## config.mk

```make
export PLATFORM = sky130hd
export DESIGN_NAME = cdiv_cascade
export DESIGN_NICKNAME = d
export VERILOG_FILES = /design/src/rtl/cdiv_pkg.sv /design/src/rtl/cdiv_shadow.sv /design/src/rtl/cdiv_stage.sv /design/src/rtl/cdiv_cascade.sv
export SDC_FILE = /design/constraint.sdc
export NUM_CORES = 1
export LEC_CHECK = 0
export ABC_AREA = 1
export ABC_CLOCK_PERIOD_IN_PS = 3700
export CAP_MARGIN = 15
export CORE_MARGIN = 8
export CORE_UTILIZATION = 35
export DETAILED_ROUTE_END_ITERATION = 8
export DONT_BUFFER_PORTS = 1
export GPL_TIMING_DRIVEN = 1
export SYNTH_ARGS = -nofsm -noshare
export SYNTH_HDL_FRONTEND = slang
export SYNTH_SLANG_ARGS = --single-unit
export TNS_END_PERCENT = 5
```

## constraint.sdc

```tcl
create_clock -name clk_i -period 3.7 [get_ports clk_i]
set_input_delay 0.555 -clock clk_i [delete_from_list [all_inputs] [get_ports clk_i]]
set_output_delay 0.555 -clock clk_i [all_outputs]
set_load 0.1 [all_outputs]
```

## src/rtl/cdiv_pkg.sv

```systemverilog
package cdiv_pkg;
  parameter int CNT_W = 4;
  localparam int DLY_W = CNT_W + 2;

  typedef struct packed {
    logic [CNT_W-1:0] hi;
    logic [CNT_W-1:0] lo;
    logic [CNT_W-1:0] ofs;
    logic             start_hi;
    logic             bypass;
  } stage_cfg_t;

  // Hold-off in input periods: offset alone, or offset + low count + 1 when start-high.
  function automatic logic [DLY_W-1:0] start_delay(stage_cfg_t c);
    if (c.start_hi) return DLY_W'(c.ofs) + DLY_W'(c.lo) + DLY_W'(1);
    return DLY_W'(c.ofs);
  endfunction
endpackage

```

## src/rtl/cdiv_shadow.sv

```systemverilog
module cdiv_shadow
  import cdiv_pkg::*;
(
  input  logic       clk_i,
  input  logic       sync_i,
  input  stage_cfg_t cfg_i,
  output stage_cfg_t cfg_o
);
  logic armed_q;

  always_ff @(posedge clk_i) begin
    if (sync_i) begin
      armed_q <= 1'b1;
      cfg_o   <= cfg_i;
    end
  end


  cfg_frozen_chk: assert property (@(posedge clk_i) disable iff (sync_i || !armed_q)
    1'b1 |=> $stable(cfg_o));
endmodule

```

## src/rtl/cdiv_stage.sv

```systemverilog
module cdiv_stage
  import cdiv_pkg::*;
(
  input  logic       clk_i,
  input  logic       sync_i,
  input  stage_cfg_t cfg_i,
  input  logic       adv_i,
  input  logic       lvl_i,
  output logic       lvl_o,
  output logic       rise_o,
  output logic       act_o
);
  stage_cfg_t       cfg_q;
  logic             armed_q;
  logic             run_q;
  logic             lvl_q;
  logic             rise_q;
  logic [DLY_W-1:0] wait_q;
  logic [CNT_W-1:0] cnt_q;

  cdiv_shadow u_shadow (
    .clk_i  (clk_i),
    .sync_i (sync_i),
    .cfg_i  (cfg_i),
    .cfg_o  (cfg_q)
  );

  // Named internal events
  logic wait_done;
  logic phase_done;
  assign wait_done  = adv_i & ~run_q & (wait_q == '0);
  assign phase_done = adv_i &  run_q & (cnt_q == '0);

  always_ff @(posedge clk_i) begin
    if (sync_i) begin
      armed_q <= 1'b1;
      run_q   <= 1'b0;
      wait_q  <= start_delay(cfg_i);
      cnt_q   <= '0;
      lvl_q   <= cfg_i.start_hi;
      rise_q  <= 1'b0;
    end else begin
      rise_q <= 1'b0;
      if (wait_done) begin
        run_q  <= 1'b1;
        lvl_q  <= 1'b1;
        cnt_q  <= cfg_q.hi;
        rise_q <= 1'b1;
      end else if (phase_done) begin
        lvl_q  <= ~lvl_q;
        cnt_q  <= lvl_q ? cfg_q.lo : cfg_q.hi;
        rise_q <= ~lvl_q;
      end else if (adv_i && run_q) begin
        cnt_q <= cnt_q - 1'b1;
      end else if (adv_i) begin
        wait_q <= wait_q - 1'b1;
      end
    end
  end

  assign lvl_o  = cfg_q.bypass ? lvl_i : lvl_q;
  assign rise_o = cfg_q.bypass ? adv_i : rise_q;
  assign act_o  = ~cfg_q.bypass;


  sync_level_chk: assert property (@(posedge clk_i) disable iff (!armed_q)
    $past(sync_i) |-> (lvl_q == $past(cfg_i.start_hi)));


  wait_hold_chk: assert property (@(posedge clk_i) disable iff (sync_i || !armed_q)
    (!run_q && !wait_done) |=> $stable(lvl_q));


  idle_hold_chk: assert property (@(posedge clk_i) disable iff (sync_i || !armed_q)
    !adv_i |=> $stable(lvl_q));


  rise_high_chk: assert property (@(posedge clk_i) disable iff (sync_i || !armed_q)
    rise_q |-> lvl_q);
endmodule

```

## src/rtl/cdiv_cascade.sv

```systemverilog
module cdiv_cascade
  import cdiv_pkg::*;
#(
  parameter int STAGES = 2
) (
  input  logic                      clk_i,
  input  logic                      sync_i,
  input  logic [STAGES*CNT_W-1:0]   hi_cnt_i,
  input  logic [STAGES*CNT_W-1:0]   lo_cnt_i,
  input  logic [STAGES*CNT_W-1:0]   ofs_i,
  input  logic [STAGES-1:0]         start_hi_i,
  input  logic [STAGES-1:0]         bypass_i,
  output logic                      div_o
);
  logic [STAGES:0]   lvl_c;
  logic [STAGES:0]   adv_c;
  logic [STAGES-1:0] act_c;
  logic              armed_q;

  assign lvl_c[0] = clk_i;
  assign adv_c[0] = 1'b1;

  always_ff @(posedge clk_i) begin
    if (sync_i) armed_q <= 1'b1;
  end

  for (genvar g = 0; g < STAGES; g++) begin : g_stage
    stage_cfg_t cfg;
    assign cfg.hi       = hi_cnt_i[g*CNT_W +: CNT_W];
    assign cfg.lo       = lo_cnt_i[g*CNT_W +: CNT_W];
    assign cfg.ofs      = ofs_i[g*CNT_W +: CNT_W];
    assign cfg.start_hi = start_hi_i[g];
    assign cfg.bypass   = bypass_i[g];

    cdiv_stage u_stage (
      .clk_i  (clk_i),
      .sync_i (sync_i),
      .cfg_i  (cfg),
      .adv_i  (adv_c[g]),
      .lvl_i  (lvl_c[g]),
      .lvl_o  (lvl_c[g+1]),
      .rise_o (adv_c[g+1]),
      .act_o  (act_c[g])
    );


    strobe_level_chk: assert property (@(posedge clk_i) disable iff (sync_i || !armed_q)
      (act_c[g] && adv_c[g+1]) |-> lvl_c[g+1]);
  end

  assign div_o = lvl_c[STAGES];
endmodule

```

==> results.md, run 1 <==
* Status: complete, but fails checks
* Failing checks: capacitance limit, slew limit
* Largest net degree at the start of global routing at 37
* CTS tree: done
* DRT iter0 DRCs at 93
* Gate count of the mapped netlist at 324
* Fin cells at 434
* Worst-Margin Slew at 1.91 ns
* # DRC at 0
* Vias in the first global route at 2,092
* First-pass detailed-route iteration total at 4
* Core area at 7610 sq um
* Ant. Diodes at 0
* Worst Skew at 0.0104 ns
* Slew Viols, Final at 1
* Filler Cells Inserted at 786
* ANT nets after route at 0
* Crit Path Max Fanout at 2
* Setup slack after layout at 0.251 ns
* Largest area contributor in the netlist: edfxtp_1
* Die Span Y at 104 um
* Synth area leaders: edfxtp_1 (35%), nand2_1 (11%), dfxtp_1 (8.1%)
* Avg Cell Area, Syn at 8.36 sq um
* Setup crit end kind: primary output
* Reg2Reg Launch Point: g_stage[1].u_stage.wait_q[0]
* GPL Wtd Cong at 0.817
* Leak at 1.25 nW
* Worst r2r dst: g_stage[1].u_stage.wait_q[2]
* Overflow after GRT at 0
* Max Cap Viol at 1
* Share of cells above drive strength 1 at 9.34%
* Yosys warning total at 0
* Dominant synthesized flop cell: edfxtp_1
* Count leader, synth: nand2_1
* Worst EP arrival at 2.89 ns
* Die W at 104 um
* First-pass GRT wire length at 9870 um
* Crit path required time at 3.14 ns
* Number of flops mapped to enable cells by yosys at 32
* Nets at 379
* Seq. cell area at 1180 sq um
* Hold Path Origin: sync_i
* Hold WC Path Type: in -> reg
* GRT Overall Usage at 11.0%
* Fin. Hold Viols at 0
* Final Cell Area at 2970 sq um
* Initial antenna violation count at 0
* Setup TNS at 0 ns
* Setup bufs post-CTS at 0
* Slew headroom at -27.9%
* Port bufs at 0
* Yosys top cell area share at 35.5%
* Worst-case hold path end point: g_stage[1].u_stage.cnt_q[2]
* Vias at 2,127
* Footprint of the multi-input gates at 1340 sq um
* Crit path launch type: clock port
* WS Path Type: clk -> out
* Register-to-register setup slack at 1.76 ns
* Peak supply drop at 0.195 mV
* Area after DPL at 2820 sq um
* Clk slew on worst S/H paths at 0.08 ns
* Ys async rst share at 0%
* Placed cells at 423
* HPWL after DPL at 4420 um
* Endpoints failing setup at 0
* Boundary Pins at 31
* Power per cell area at 593 nW/um^2
* Worst hold path depth at 1
* WL/cell at 13.2 um
* Site Rows at 32
* Insertion delay to the later sink of the worst-skew pair at 0.41 ns
* Dpl ws at 0.177 ns
* Area grow syn2layout at 9.56%
* Worst reg-to-reg path cell count at 5
* Post-synth cell types at 39
* Initial Util at 35.6%
* RSZ-0062 raised after global routing: no
* Synth Cell Area at 2710 sq um
* Seq/Total Area, Yosys at 43.6%
* Final WL at 5730 um
* Commonest cells in the netlist: nand2_1 (78), inv_1 (43), nand3_1 (39)
* Die ar. at 10,800 sq um
* Synth Register Bits at 43
* Post-Syn Nets at 372
* Vias/cell at 4.90
state kept, by name, summed over array words and instances, names as in the netlist:
name	flops
g_stage.u_stage.u_shadow.cfg_o	18
g_stage.u_stage.rise_q	1
g_stage.u_stage.cnt_q	8
g_stage.u_stage.wait_q	12
g_stage.u_stage.lvl_q	2
g_stage.u_stage.run_q	2
cell type report:
cell class	count	share of cell area [%]
clock inverters	2	1.26
clock buffers	9	3.84
inverters	46	5.82
multi-input cells	232	45.0
flip-flops and latches	43	39.8
well taps	102	4.30
power breakdown:
part           switching (W)  internal (W)  leakage [nW]
clock network       0.000213      0.000274        0.0799
logic               0.000328      0.000216         0.760
registers          0.0000842      0.000644         0.415
cell usage in the layout, fill, tap and decap left out, types with 2 or more instances in the layout:
cell / count
nor2_2: 4
nor2_1: 21
a31oi_1: 2
o31ai_1: 2
o211ai_1: 3
and2_1: 2
nor2_4: 4
xor2_1: 4
edfxtp_1: 32
nand3b_1: 2
inv_2: 3
dfxtp_1: 11
inv_1: 43
ha_1: 16
clkbuf_8: 8
a21oi_1: 15
or2_2: 3
nand4_1: 6
fa_1: 2
o21ai_0: 12
nand2_1: 78
nand3_1: 39
o221ai_1: 2
cells by family after synthesis:
| family | Yosys count | synth area share (%) |
|---|---|---|
| AOI/OAI and AO/OA | 40 | 8.50 |
| xor gates and xnor gates | 5 | 1.62 |
| adders and majority gates | 18 | 8.87 |
| buffers and inverters | 49 | 7.11 |
| DFF | 43 | 43.6 |
| and+or+nand+nor | 169 | 30.3 |
how the worst max path moves through the flow:
stage	from	endpoint	slack, ns	cells after the start
after CTS	clk_i	div_o	0.22	6
after global placement	clk_i	div_o	0.18	4
after global routing	clk_i	div_o	0.20	6
final	clk_i	div_o	0.25	6
after detailed placement	clk_i	div_o	0.18	4
after floorplan	clk_i	div_o	0.18	4
repair_timing:
item	in CTS	in global routing
setup endpoints to repair	2	0
resized for setup	1	0
hold buffers	0	0
worst max-delay path, cell delays in order:
cell      delay, ns
clkbuf_8       0.11
clkbuf_8       0.12
nand2_1        0.05
o21ai_0        0.08
nand2_1        0.06
o21ai_1        0.63
through the flow:
| step | hold slack, ns | util [%] | total power (W) |
|---|---|---|---|
| floorplan | 0.443 | - | 0.00121 |
| global placement | 0.449 | 37.0 | 0.00131 |
| detailed placement | 0.460 | 37.0 | 0.00131 |
| CTS | 0.208 | 39.0 | 0.00177 |
| global route | 0.201 | 39.0 | 0.00190 |
| finish | 0.209 | 39.0 | 0.00176 |
per-layer routing:
layer / GRT usage, % / part of all wire (%)
met5: 0 / 0
met1: 14.2 / 48
met3: 3.78 / 7.4
met2: 16.9 / 44
met4: 3.52 / 0.19
Note: power is estimated with default switching activity, not from simulation.
==> run 2: changes to the inputs <==
--- a/constraint.sdc
+++ b/constraint.sdc
@@ -3,2 +3,2 @@
 set_output_delay 0.555 -clock clk_i [all_outputs]
-set_load 0.1 [all_outputs]
+set_load 0.05 [all_outputs]
==> results.md, run 2 (same netlist as run 1, synthesis figures left out) <==
* WL/cell at 13.5 um (+2.3%)
* First-pass detailed-route iteration total at 4 (unchanged)
* HPWL after DPL at 4520 um (+2.2%)
* RSZ-0062 raised after global routing: no
* Fin. Hold Viols at 0 (unchanged)
* Hold WC Path Type: in -> reg
* Leak at 1.25 nW (-0.32%)
* Status: complete, but fails checks
* Reg power frac at 42.8% (+1.4 points)
* Setup bufs post-CTS at 0 (unchanged)
* CTS tree: done
* Crit path required time at 3.14 ns (about the same)
* Largest register FFs at 18 (unchanged)
* Boundary Pins at 31 (unchanged)
* First-pass GRT wire length at 10,300 um (+4.7%)
* Vias at 2,131 (+0.19%)
* Failing checks: capacitance limit, slew limit
* Initial Util at 35.6% (unchanged)
* Site Rows at 32 (unchanged)
* WS Path Type: clk -> out
* Resize count post-CTS at 0 (-1)
* Power per cell area at 579 nW/um^2 (-2.4%)
* Worst EP arrival at 2.80 ns (-0.09 ns)
* Setup crit end kind: primary output
* Die W at 104 um (unchanged)
* Comb pwr share at 32.1% (+1.2 points)
* Setup TNS at 0 ns (unchanged)
* Internal power at 0.00109 W (-4.3%)
* CP Buf/Inv Count at 2 (unchanged)
* Max Cap Viol at 1 (unchanged)
* Clk pwr share at 25.0% (-2.7 points)
* GRT Overall Usage at 11.7% (+0.73 points)
* DRT iter0 DRCs at 103 (+11%)
* Port bufs at 0 (unchanged)
* ANT nets after route at 0 (unchanged)
* Final WL at 5860 um (+2.3%)
* Area grow syn2layout at 9.15%
* Most frequent cells in the layout: nand2_1 (78), inv_1 (43), nand3_1 (39), edfxtp_1 (32), nor2_1 (21)
* Nets at 379 (unchanged)
* Fin util at 38.9% (-0.15 points)
* Biggest regs: g_stage.u_stage.u_shadow.cfg_o x18, g_stage.u_stage.wait_q x12, g_stage.u_stage.cnt_q x8
* Initial antenna violation count at 1 (+1)
* Die ar. at 10,800 sq um (unchanged)
* Share of cells above drive strength 1 at 9.64% (+0.30 points)
* Slew headroom at -6.72% (+21 points)
* Post-CTS Hold Buffers at 0 (unchanged)
* Critical path, cell by cell: clkbuf_8, clkbuf_8, nand2_1, o21ai_0, nand2_1, o21ai_0
* Vias in the first global route at 2,170 (+3.7%)
* Vias/cell at 4.91 (+0.19%)
* Worst Skew at 0.00965 ns (-0.000791 ns)
* Core area at 7610 sq um (unchanged)
* Endpoints failing setup at 0 (unchanged)
* Insertion delay to the later sink of the worst-skew pair at 0.41 ns (about the same)
* Sw Pwr at 0.000625 W (about the same)
* Ant. Diodes at 0 (unchanged)
* Worst-Margin Slew at 1.58 ns (-0.321 ns)
* Sw frac at 36.5% (+1.0 points)
* Die Span Y at 104 um (unchanged)
* Clk slew on worst S/H paths at 0.09 ns (about the same)
* GPL Wtd Cong at 0.854 (+4.5%)
* Slowest cell on the critical path: o21ai_0
* Reg with most FFs: g_stage.u_stage.u_shadow.cfg_o
* Top Family by Delay on Critical Path: compound AO/OA/AOI/OAI gates
* Slew Viols, Final at 1 (unchanged)
* Crit path launch type: clock port
* Crit Path Max Fanout at 2 (unchanged)
* Most common cell after layout, fill and taps aside: nand2_1
* Crit path largest cell delay at 0.55 ns (-0.08 ns)
* Largest net degree at the start of global routing at 37 (unchanged)
* Overflow after GRT at 0 (unchanged)
* # DRC at 0 (unchanged)
* Peak supply drop at 0.196 mV (+0.61%)
[run 2: routing by layer]
metal / GRT usage, % / routed length [um]
met5: 0 / 4
met4: 5.38 / 86
met3: 3.97 / 482
met2: 17.7 / 2500
met1: 14.8 / 2780
[run 2: power groups by stage]
stage / Clock [W] / Sequential, W / Combinational [W]
after global routing: 0.000472 / 0.000748 / 0.000642
after CTS: 0.000442 / 0.000731 / 0.000551
after floorplan: 0.0000185 / 0.000718 / 0.000462
final: 0.000428 / 0.000733 / 0.000550
after global placement: 0.0000185 / 0.000738 / 0.000538
after detailed placement: 0.0000185 / 0.000741 / 0.000548
[run 2: layout make-up]
cell class / instances / area, sq um
sequential: 43 / 1180
fill: 793 / 4650
tap: 102 / 128
clock buffer: 9 / 124
clock inverter: 2 / 16.3
inverter: 46 / 173
multi-input combinational: 232 / 1340
[run 2: worst register-to-register path, cell delays in order (launching register included)]
cell	delay, ns
edfxtp_1	0.36
inv_1	0.10
ha_1	0.25
nand2_1	0.07
nor2_1	0.06
o21ai_0	0.69
[run 2: worst paths after layout]
check | startpoint | end | slack [ns] | cells past startpoint
worst max-delay path | clk_i | div_o | 0.35 | 6
worst min-delay path | sync_i | g_stage[1].u_stage.cnt_q[3] | 0.20 | 1
worst max register to register | g_stage[1].u_stage.wait_q[0] | g_stage[1].u_stage.wait_q[3] | 1.79 | 5
worst min register to register | g_stage[1].u_stage.cnt_q[0] | g_stage[1].u_stage.cnt_q[0] | 0.48 | 2
[run 2: through the flow]
step	power (W)	worst slack (ns)	hold slack (ns)	cell area, sq um	cells
floorplan	0.00120	0.638	0.443	2710	324
global placement	0.00129	0.636	0.450	2820	423
detailed placement	0.00131	0.637	0.467	2820	423
CTS	0.00173	0.313	0.197	2960	434
global route	0.00186	0.218	0.193	2960	434
finish	0.00171	0.349	0.200	2960	434
